**src/rtl/banked_rf_pkg.sv**
```systemverilog
package banked_rf_pkg;

  localparam int MODE_W    = 5;
  localparam int LOG_REGS  = 16;
  localparam int LOG_IDX_W = $clog2(LOG_REGS);
  localparam int SHARED_LO = 8;              // r0..r7 never banked
  localparam int FIQ_FIRST = 8;              // first register banked for FIQ
  localparam int SP_IDX    = 13;
  localparam int PC_IDX    = LOG_REGS - 1;
  localparam int NUM_BANKS = 6;
  localparam int NUM_SAVED = NUM_BANKS - 1;
  localparam int HI_SHARED = SP_IDX - FIQ_FIRST;             // r8..r12 count
  localparam int SP_BASE   = SHARED_LO + 2 * HI_SHARED;       // 18
  localparam int NUM_GPR   = SP_BASE + 2 * NUM_BANKS;         // 30
  localparam int GPR_IDX_W = $clog2(NUM_GPR);
  localparam int SLOT_W    = $clog2(NUM_SAVED);

  typedef enum logic [MODE_W-1:0] {
    MODE_USR = 5'h10,
    MODE_FIQ = 5'h11,
    MODE_IRQ = 5'h12,
    MODE_SVC = 5'h13,
    MODE_ABT = 5'h17,
    MODE_UND = 5'h1B,
    MODE_SYS = 5'h1F
  } mode_e;

  typedef enum logic [2:0] {
    BANK_USR = 3'd0,
    BANK_FIQ = 3'd1,
    BANK_IRQ = 3'd2,
    BANK_SVC = 3'd3,
    BANK_ABT = 3'd4,
    BANK_UND = 3'd5
  } bank_e;

  // Mode code to storage bank; unknown codes fall back to the User bank.
  function automatic bank_e bank_of(logic [MODE_W-1:0] m);
    case (m)
      MODE_FIQ: return BANK_FIQ;
      MODE_IRQ: return BANK_IRQ;
      MODE_SVC: return BANK_SVC;
      MODE_ABT: return BANK_ABT;
      MODE_UND: return BANK_UND;
      default:  return BANK_USR;
    endcase
  endfunction

  function automatic logic has_saved(bank_e b);
    return b != BANK_USR;
  endfunction

  function automatic logic [SLOT_W-1:0] saved_slot(bank_e b);
    return SLOT_W'(int'(b) - 1);
  endfunction

  // Logical number plus bank to physical general-purpose index.
  function automatic logic [GPR_IDX_W-1:0] gpr_phys(logic [LOG_IDX_W-1:0] idx, bank_e b);
    int i;
    i = int'(idx);
    if (i < SHARED_LO)
      return GPR_IDX_W'(i);
    else if (i < SP_IDX)
      return (b == BANK_FIQ) ? GPR_IDX_W'(i + HI_SHARED) : GPR_IDX_W'(i);
    else
      return GPR_IDX_W'(SP_BASE + 2 * int'(b) + (i - SP_IDX));
  endfunction

endpackage

```
**src/rtl/rf_bank_map.sv**
```systemverilog
module rf_bank_map
  import banked_rf_pkg::*;
(
  input  logic [LOG_IDX_W-1:0] idx,
  input  bank_e                bank,
  output logic [GPR_IDX_W-1:0] phys,
  output logic                 is_pc
);
  always_comb begin
    is_pc = (idx == LOG_IDX_W'(PC_IDX));
    phys  = is_pc ? '0 : gpr_phys(idx, bank);
  end
endmodule

```
**src/rtl/rf_saved_bank.sv**
```systemverilog
module rf_saved_bank
  import banked_rf_pkg::*;
#(
  parameter int DATA_W = 32,
  parameter int SLOTS  = NUM_SAVED,
  localparam int SW    = (SLOTS > 1) ? $clog2(SLOTS) : 1
) (
  input  logic              clk,
  input  logic              rst_n,
  input  logic              wr_en,
  input  logic [SW-1:0]     wr_slot,
  input  logic [DATA_W-1:0] wr_data,
  input  logic [SW-1:0]     rd_slot,
  output logic [DATA_W-1:0] rd_data
);
  logic [DATA_W-1:0] word_q [SLOTS];

  for (genvar s = 0; s < SLOTS; s++) begin : g_slot
    always_ff @(posedge clk) begin
      if (!rst_n)
        word_q[s] <= '0;
      else if (wr_en && (wr_slot == SW'(s)))
        word_q[s] <= wr_data;
    end
  end

  always_comb begin
    rd_data = '0;
    for (int s = 0; s < SLOTS; s++)
      if (rd_slot == SW'(s)) rd_data = word_q[s];
  end
endmodule

```
**src/rtl/banked_regfile.sv**
```systemverilog
module banked_regfile
  import banked_rf_pkg::*;
#(
  parameter int DATA_W = 32
) (
  input  logic              clk,
  input  logic              rst_n,
  input  logic [3:0]        rd_a_idx,
  output logic [DATA_W-1:0] rd_a_data,
  input  logic [3:0]        rd_b_idx,
  output logic [DATA_W-1:0] rd_b_data,
  input  logic              wr_en,
  input  logic [3:0]        wr_idx,
  input  logic [DATA_W-1:0] wr_data,
  input  logic              st_rd_saved,
  output logic [DATA_W-1:0] st_rd_data,
  input  logic              st_wr_en,
  input  logic              st_wr_saved,
  input  logic [DATA_W-1:0] st_wr_data,
  input  logic              exc_en,
  input  logic [4:0]        exc_mode,
  output logic [DATA_W-1:0] pc_out,
  output logic [DATA_W-1:0] cpsr_out,
  output logic              spsr_fault
);
  localparam logic [DATA_W-1:0] RESET_STATUS = DATA_W'(MODE_SVC);

  logic [DATA_W-1:0] gpr_q [NUM_GPR];
  logic [DATA_W-1:0] pc_q;
  logic [DATA_W-1:0] cpsr_q;

  // Named internal events, also observed by the checker.
  bank_e             cur_bank;
  bank_e             exc_bank;
  logic              saved_ok;       // current mode owns a saved word
  logic              exc_saved_ok;   // target mode owns a saved word
  logic [DATA_W-1:0] spsr_cur;       // saved word of the current mode
  logic              sv_wr_en;
  logic [SLOT_W-1:0] sv_wr_slot;
  logic [DATA_W-1:0] sv_wr_data;

  always_comb begin
    cur_bank     = bank_of(cpsr_q[MODE_W-1:0]);
    exc_bank     = bank_of(exc_mode);
    saved_ok     = has_saved(cur_bank);
    exc_saved_ok = has_saved(exc_bank);
  end

  // Address mapping for the three general ports.
  logic [GPR_IDX_W-1:0] a_phys, b_phys, w_phys;
  logic                 a_pc, b_pc, w_pc;

  rf_bank_map u_map_a (.idx(rd_a_idx), .bank(cur_bank), .phys(a_phys), .is_pc(a_pc));
  rf_bank_map u_map_b (.idx(rd_b_idx), .bank(cur_bank), .phys(b_phys), .is_pc(b_pc));
  rf_bank_map u_map_w (.idx(wr_idx),   .bank(cur_bank), .phys(w_phys), .is_pc(w_pc));

  // Combinational reads.
  assign rd_a_data = a_pc ? pc_q : gpr_q[a_phys];
  assign rd_b_data = b_pc ? pc_q : gpr_q[b_phys];

  // General and program counter storage; writes use the pre-edge mode.
  always_ff @(posedge clk) begin
    if (!rst_n) begin
      for (int i = 0; i < NUM_GPR; i++) gpr_q[i] <= '0;
      pc_q <= '0;
    end else if (wr_en) begin
      if (w_pc) pc_q <= wr_data;
      else      gpr_q[w_phys] <= wr_data;
    end
  end

  // Current status: exception entry wins over a status write.
  always_ff @(posedge clk) begin
    if (!rst_n)
      cpsr_q <= RESET_STATUS;
    else if (exc_en)
      cpsr_q <= {cpsr_q[DATA_W-1:MODE_W], exc_mode};
    else if (st_wr_en && !st_wr_saved)
      cpsr_q <= st_wr_data;
  end

  // Saved status write selection.
  always_comb begin
    if (exc_en) begin
      sv_wr_en   = exc_saved_ok;
      sv_wr_slot = saved_slot(exc_bank);
      sv_wr_data = cpsr_q;
    end else begin
      sv_wr_en   = st_wr_en && st_wr_saved && saved_ok;
      sv_wr_slot = saved_slot(cur_bank);
      sv_wr_data = st_wr_data;
    end
  end

  rf_saved_bank #(.DATA_W(DATA_W), .SLOTS(NUM_SAVED)) u_saved (
    .clk     (clk),
    .rst_n   (rst_n),
    .wr_en   (sv_wr_en),
    .wr_slot (sv_wr_slot),
    .wr_data (sv_wr_data),
    .rd_slot (saved_slot(cur_bank)),
    .rd_data (spsr_cur)
  );

  // Status read and illegal saved access flag.
  assign st_rd_data = st_rd_saved ? (saved_ok ? spsr_cur : '0) : cpsr_q;
  assign spsr_fault = !saved_ok && (st_rd_saved || (st_wr_en && st_wr_saved));

  assign pc_out   = pc_q;
  assign cpsr_out = cpsr_q;

endmodule

```
**config.mk**
```make
export PLATFORM = sky130hd
export DESIGN_NAME = banked_regfile
export DESIGN_NICKNAME = d
export VERILOG_FILES = /design/src/rtl/banked_rf_pkg.sv /design/src/rtl/rf_bank_map.sv /design/src/rtl/rf_saved_bank.sv /design/src/rtl/banked_regfile.sv
export SDC_FILE = /design/constraint.sdc
export NUM_CORES = 2
export LEC_CHECK = 0
export BUFFER_PORTS_ARGS = -buffer_cell sky130_fd_sc_hd__buf_2
export CORE_AREA = 2 2 337 339
export DETAILED_ROUTE_END_ITERATION = 10
export DIE_AREA = 0 0 339 341
export PLACE_DENSITY = 0.77
export SLEW_MARGIN = 20
export SYNTH_ARGS = -nofsm -noshare
export SYNTH_HDL_FRONTEND = slang
export SYNTH_SLANG_ARGS = --single-unit
export TNS_END_PERCENT = 50
```
**constraint.sdc**
```tcl
create_clock -name clk -period 8.6 [get_ports clk]
set_input_delay 0.86 -clock clk [delete_from_list [all_inputs] [get_ports clk]]
set_output_delay 0.86 -clock clk [all_outputs]
set_load 0.01 [all_outputs]
```
# [Word-level counts from Yosys, hierarchy flattened]
# Memories as Yosys holds them, arrays and structs flattened.
# Cells that the tools add are included.
[op_classes] n_eq_ne=22 mux=56 n_addsub=12 bitwise=6 n_reduce_logical=20 magnitude_cmp=6
[ops] operator="2-to-1 mux 32 bit" count=16
[ops] operator="2-to-1 mux 5 bit" count=15
[ops] operator="equality test 5 bit (second input constant)" count=10
[ops] operator="OR reduction 32 bit" count=1
[ops] operator="one-hot mux 3 bit (5 select lines)" count=2
[ops] operator="less-than comparator 4 bit (second input constant)" count=6
[ops] operator="2-to-1 mux 1 bit" count=22
[ops] operator="adder 4 x 3 -> 5 bit (second input constant)" count=3
[ops] operator="adder 5 bit" count=3
[ops] operator="subtractor 4 x 4 -> 5 bit (second input constant)" count=3
[ops] operator="equality test 3 x 2 -> 1 bit (second input constant)" count=4
[ops] operator="equality test 4 bit (second input constant)" count=3
[ops] operator="equality test 3 x 1 -> 1 bit (second input constant)" count=3
[ops] operator="logical AND 1 bit" count=9
[ops] operator="equality test 3 bit (second input constant)" count=2
[ops] operator="zero test 3 bit" count=2
[ops] operator="nonzero test 3 bit" count=2
[ops] operator="subtractor 3 x 1 -> 3 bit (second input constant)" count=2
[ops] operator="adder 5 x 4 -> 5 bit (first input constant)" count=1
[ops] operator="bitwise OR 1 bit" count=5
[ops] operator="AND reduction 2 bit" count=2
[ops] operator="2-to-1 mux 3 bit" count=1
[ops] operator="zero test 1 bit" count=2
[ops] operator="nonzero test 2 bit" count=1
[ops] operator="other kinds (2)" count=2
[word_totals] in_bits=88 ff_bits=64 ram_bits=1120 out_inout_bits=161 mem_count=2 elab_cells=127
[memory_table] name="gpr_q" depth=30 width=32 read_ports=2 rd_clocked_by_memory_dff=0 write_ports=30 line="banked_regfile.sv:28" rtl="logic [DATA_W-1:0] gpr_q [NUM_GPR];"
[memory_table] name="u_saved.word_q" depth=5 width=32 read_ports=5 rd_clocked_by_memory_dff=0 write_ports=5 line="rf_saved_bank.sv:16" rtl="logic [DATA_W-1:0] word_q [SLOTS];"

# [Longest topological paths before layout]
[depth] ltp_word=11 ltp_mapped=20 depth_no_buf=17

# [Cells and area by module]
# A second synthesis with hierarchy kept.
[hier_totals] hier_cells=5531 area_unflattened_um2=67973.9
[by_module_without_submodules] module="banked_regfile" instances=1 seq_area_each_um2=32030.7 area_per_inst_um2=59674.7 cells_per_inst=4856
[by_module_without_submodules] module="rf_saved_bank" instances=1 seq_area_each_um2=4804.6 area_per_inst_um2=7289.5 cells_per_inst=540
[by_module_without_submodules] module="rf_bank_map" instances=3 seq_area_each_um2=0.0 area_per_inst_um2=336.6 cells_per_inst=45

# [Least setup slack after synthesis]
# Ideal clock, no wire load.
[synth_timing] kind="register to register" from="register cpsr_q[3] (netlist: cpsr_out[3])" to="memory gpr_q[12][0], enable pin" t_arrival_ps=6592 synth_period_minus_slack_ps=7102 setup_ps=511 path_stages_with_launch=15 n_path_buf=2 setup_slack_ps=1498 required_time_ps=8089 path_cell_list="dfxtp_1 inv_1 o211ai_1 inv_1 ha_1 buf_1 clkbuf_1 xnor2_1 ha_1 ha_1 xor2_1 nor2_1 a2111oi_0 o21ai_1 o41ai_1"
[synth_lines] item="from (decl)" line="banked_regfile.sv:30" rtl="logic [DATA_W-1:0] cpsr_q;"
[synth_lines] item="from (signal assigned)" line="banked_regfile.sv:77" rtl="cpsr_q <= {cpsr_q[DATA_W-1:MODE_W], exc_mode};"
[synth_lines] item="from (signal assigned)" line="banked_regfile.sv:79" rtl="cpsr_q <= st_wr_data;"
[synth_lines] item="to (decl)" line="banked_regfile.sv:28"

# [Worst setup path in the final report]
[layout_timing] from="register cpsr_q[3] (netlist: cpsr_out[3])" to="output port rd_a_data[21]"
[layout_between] elab_chain_cells=9 word_cells_on_any_way=15 cone_classes="add/sub: 2; eq/ne: 6; mux: 6; memory: 1"
[layout_lines] item="equality test 5 bit" line="banked_rf_pkg.sv:39" rtl="case (m)"
[layout_lines] item="one-hot mux 3 bit (5 select lines) (*)" line="banked_rf_pkg.sv:39"
[layout_lines] item="adder 5 x 4 -> 5 bit or equality test 3 x 1 -> 1 bit (tied branches)" line="banked_rf_pkg.sv:66, banked_rf_pkg.sv:64"
[layout_lines] item="adder 5 bit or 2-to-1 mux 5 bit (tied branches)" line="banked_rf_pkg.sv:66, banked_rf_pkg.sv:64"
[layout_lines] item="2-to-1 mux 5 bit (*)" line="banked_rf_pkg.sv:63" rtl="else if (i < SP_IDX)"
[layout_lines] item="2-to-1 mux 5 bit (*)" line="banked_rf_pkg.sv:61" rtl="if (i < SHARED_LO)"
[layout_lines] item="2-to-1 mux 5 bit (*)" line="rf_bank_map.sv:11" rtl="phys = is_pc ? '0 : gpr_phys(idx, bank);"
[layout_lines] item="memory (30 x 32 bit) (*)"
[layout_lines] item="2-to-1 mux 32 bit (*)" line="banked_regfile.sv:58" rtl="assign rd_a_data = a_pc ? pc_q : gpr_q[a_phys];"
[layout_lines] item="to (decl)" line="banked_regfile.sv:9" rtl="output logic [DATA_W-1:0] rd_a_data,"
# Mark *: on every way between the ends. The rest lies on a longest branch, timed or not.

==> impl_metrics.ini <==
[outcome]
status = finished clean

[power_and_ir_drop]
finalPower_w = 0.0166
leakage_nw = 28.2
p_per_area_mw_per_mm2 = 226
worst_ir_drop_vdd_mv = 0.221

[critical_path]
crit_family = compound AO/OA/AOI/OAI gates
cpMaxStageDelayCell = o41ai_1
cpMostUsedCell = ha_1
crit_chain = inv_1 > o211ai_1 > inv_1 > ha_1 > xnor2_1 > ha_1 > ha_1 > a21oi_1 > xnor2_1 > mux2i_1 > o32a_1 > nand2_1 > o22ai_1 > o41ai_1 > buf_2
cp_max_fo = 21
critPathArrivalTime_ns = 6.73
critPathBufInv = 3
cp_slowest_stage_delay_ns = 1.18
required_ns = 7.74
start_kind = flip-flop
endpoint_kind = output port
path_class = reg2out

[global_route]
antenna_found_initial = 17
grt_max_degree = 155
grt_overflow = 0
grt_pass1_vias = 53100
grt_util_all_layers_pct = 40.0
grt_pass1_wl_um = 344000

[hold_path]
worstHoldPathType = in2reg

[floorplan]
io_pins = 249
core_sq_mm = 0.112
fp.dieH_um = 341
die_w_um = 339
die-area_sq_mm = 0.116
initial_core_util_pct = 59.6
fp-row-count = 123

[drt]
drc = 0
firstDrtPassIters = 10
vias_per_cell = 6.95
wirelength_um = 236000
wire_per_inst_um = 29.5
vias = 55600
drt_iter0_drc = 9293
postRouteAntennaNets = 0

[logic_synthesis]
syn_inst = 6465
synth_seq_cells = 1248
syn_area_sq_mm = 0.0667
synth_ff_type = edfxtp_1
avgSynthCellArea_sq_um = 10.3
synth_nets = 6588
yosysSeqAreaShare_pct = 55.2
synth_top_area_share_pct = 53.3
synth-edff-count = 1184
yosys.area.top_type = edfxtp_1
ys_warn_count = 0
async_flop_share_pct = 0
synth_cell_types = 67
synth_area_leaders = edfxtp_1, and2_1, nand2_1

[clock_network]
clkSinkCount = 1248
cts.clk_slew.worst_paths_ns = 0.06
cts_tree = built
cts_resized = 0
insertion_delay_ns = 0.76
ctsHoldBuffers = 0
postCtsSetupRepairBufs = 0
cts_buffer_depth = 3
htreeDepth = 4
cts-root-buf = clkbuf_16
numCtsBuffers = 136

[placement]
gp_congestion = 1.00
port_buffers = 248
place_area_sq_mm = 0.0691
dp_cells = 7740
hpwlAfterDp_um = 145000

[final_layout]
stdcell_count = 7998
area_growth_pct = 10.3
fin_nets = 6502
drive_gt1_share_pct = 10.8
final_cell_mix = nand2_1, edfxtp_1, and2_1
fillers = 8398
final_cell_area_sq_mm = 0.0735
final_common_cell = nand2_1

[sta]
timing.final.crit_share_pct = 88.2
finalHoldViolations = 0
relSlewSlack_pct = 8.52
setup_viol = 0
final.setup.tns_ns = 0
worst_pin_slew_ns = 1.35
fin_worst_skew_ns = 0.0210
finalMaxSlewViolations = 0
period_needed_ns = 7.59
rsz0062_at_grt = false
fmax_mhz = 132

[flow_run]
max-cap-violations = 0
## where the power goes
group	switching [W]	internal [W]	leakage, nW
sequential	0.000138	0.00691	12.5
clock	0.00246	0.00334	2.11
combinational	0.00265	0.00110	13.6
## sequential cells by signal, indices dropped and copies added, names as in the netlist
name            count
pc_out             32
u_saved.word_q    160
gpr_q            1024
cpsr_out           32
## cell families (layout without fill, tap and decap cells)
family | Yosys count | in the layout | synth area share (%)
simple gates | 2855 | 2855 | 20.7
flops | 1248 | 1248 | 55.2
compound gates | 1203 | 1203 | 12.5
buf+inv | 689 | 707 | 4.37
mux | 423 | 423 | 6.35
fa+ha+maj | 35 | 35 | 0.691
xor+xnor | 12 | 12 | 0.169
other cells | 0 | 15 | 0
## cell type report
| cell class | count | area, sq um | share of cell area (%) |
|---|---|---|---|
| timing repair buffer | 414 | 2810 | 3.82 |
| multi-input combinational | 4528 | 27400 | 37.3 |
| inverter | 51 | 191 | 0.260 |
| clock inverter | 66 | 618 | 0.841 |
| sequential | 1248 | 36800 | 50.1 |
| clock buffer | 176 | 3700 | 5.03 |
| antenna | 15 | 37.5 | 0.0511 |
| tap | 1500 | 1880 | 2.55 |
## worst reg2reg max path, delay by kind of cell (launching register included)
kind                     cells  cell delay (ns)
flip-flops                   1             0.45
adder cells (fa/ha/maj)      3             0.90
AO/OA/AOI/OAI                3             1.13
AND/OR/NAND/NOR              4             1.55
buffers and inverters        4             1.43
XOR/XNOR                     2             0.54
## final timing paths
path | startpoint | endpoint | slack (ns) | cells after the start
max | cpsr_out[3] | rd_a_data[21] | 1.01 | 15
min reg2reg | cpsr_out[15] | cpsr_out[15] | 0.50 | 2
max reg2reg | cpsr_out[3] | gpr_q[10][15] | 2.16 | 16
min | st_wr_data[26] | cpsr_out[26] | 0.36 | 3
## through the flow
step	hold WS, ns	setup slack (ns)	util (%)
4_1_cts	0.328	1.26	65.6
6_report	0.360	1.01	65.7
2_1_floorplan	0.511	1.50	-
3_3_place_gp	0.477	2.15	61.8
5_1_grt	0.360	0.805	65.7
3_5_place_dp	0.488	2.06	61.8
## metal layers
metal | vias to the layer above | wire (um) | GRT usage, %
li1 | 23200 | - | -
met1 | 26500 | 80400 | 51.7
met2 | 4879 | 103000 | 60.0
met3 | 932 | 34700 | 10.2
met4 | 8 | 17600 | 26.4
met5 | - | 167 | 0.776
## synth_stat cells, drive strengths merged, types with 8 or more instances
cell / count
o41ai: 34
mux2i: 422
nor2: 250
nand2: 1244
ha: 32
nand2b: 14
nor2b: 8
dfxtp: 64
inv: 51
o22ai: 96
and3: 132
edfxtp: 1184
a221oi: 32
a21oi: 275
and2: 843
a222oi: 32
or4: 31
o22a: 32
a32oi: 126
a31oi: 129
a22oi: 260
o21ai: 70
buf: 182
nand3: 276
nor3: 38
clkbuf: 456
a21boi: 62
o221ai: 32
Power figures use the tool's default switching activity.
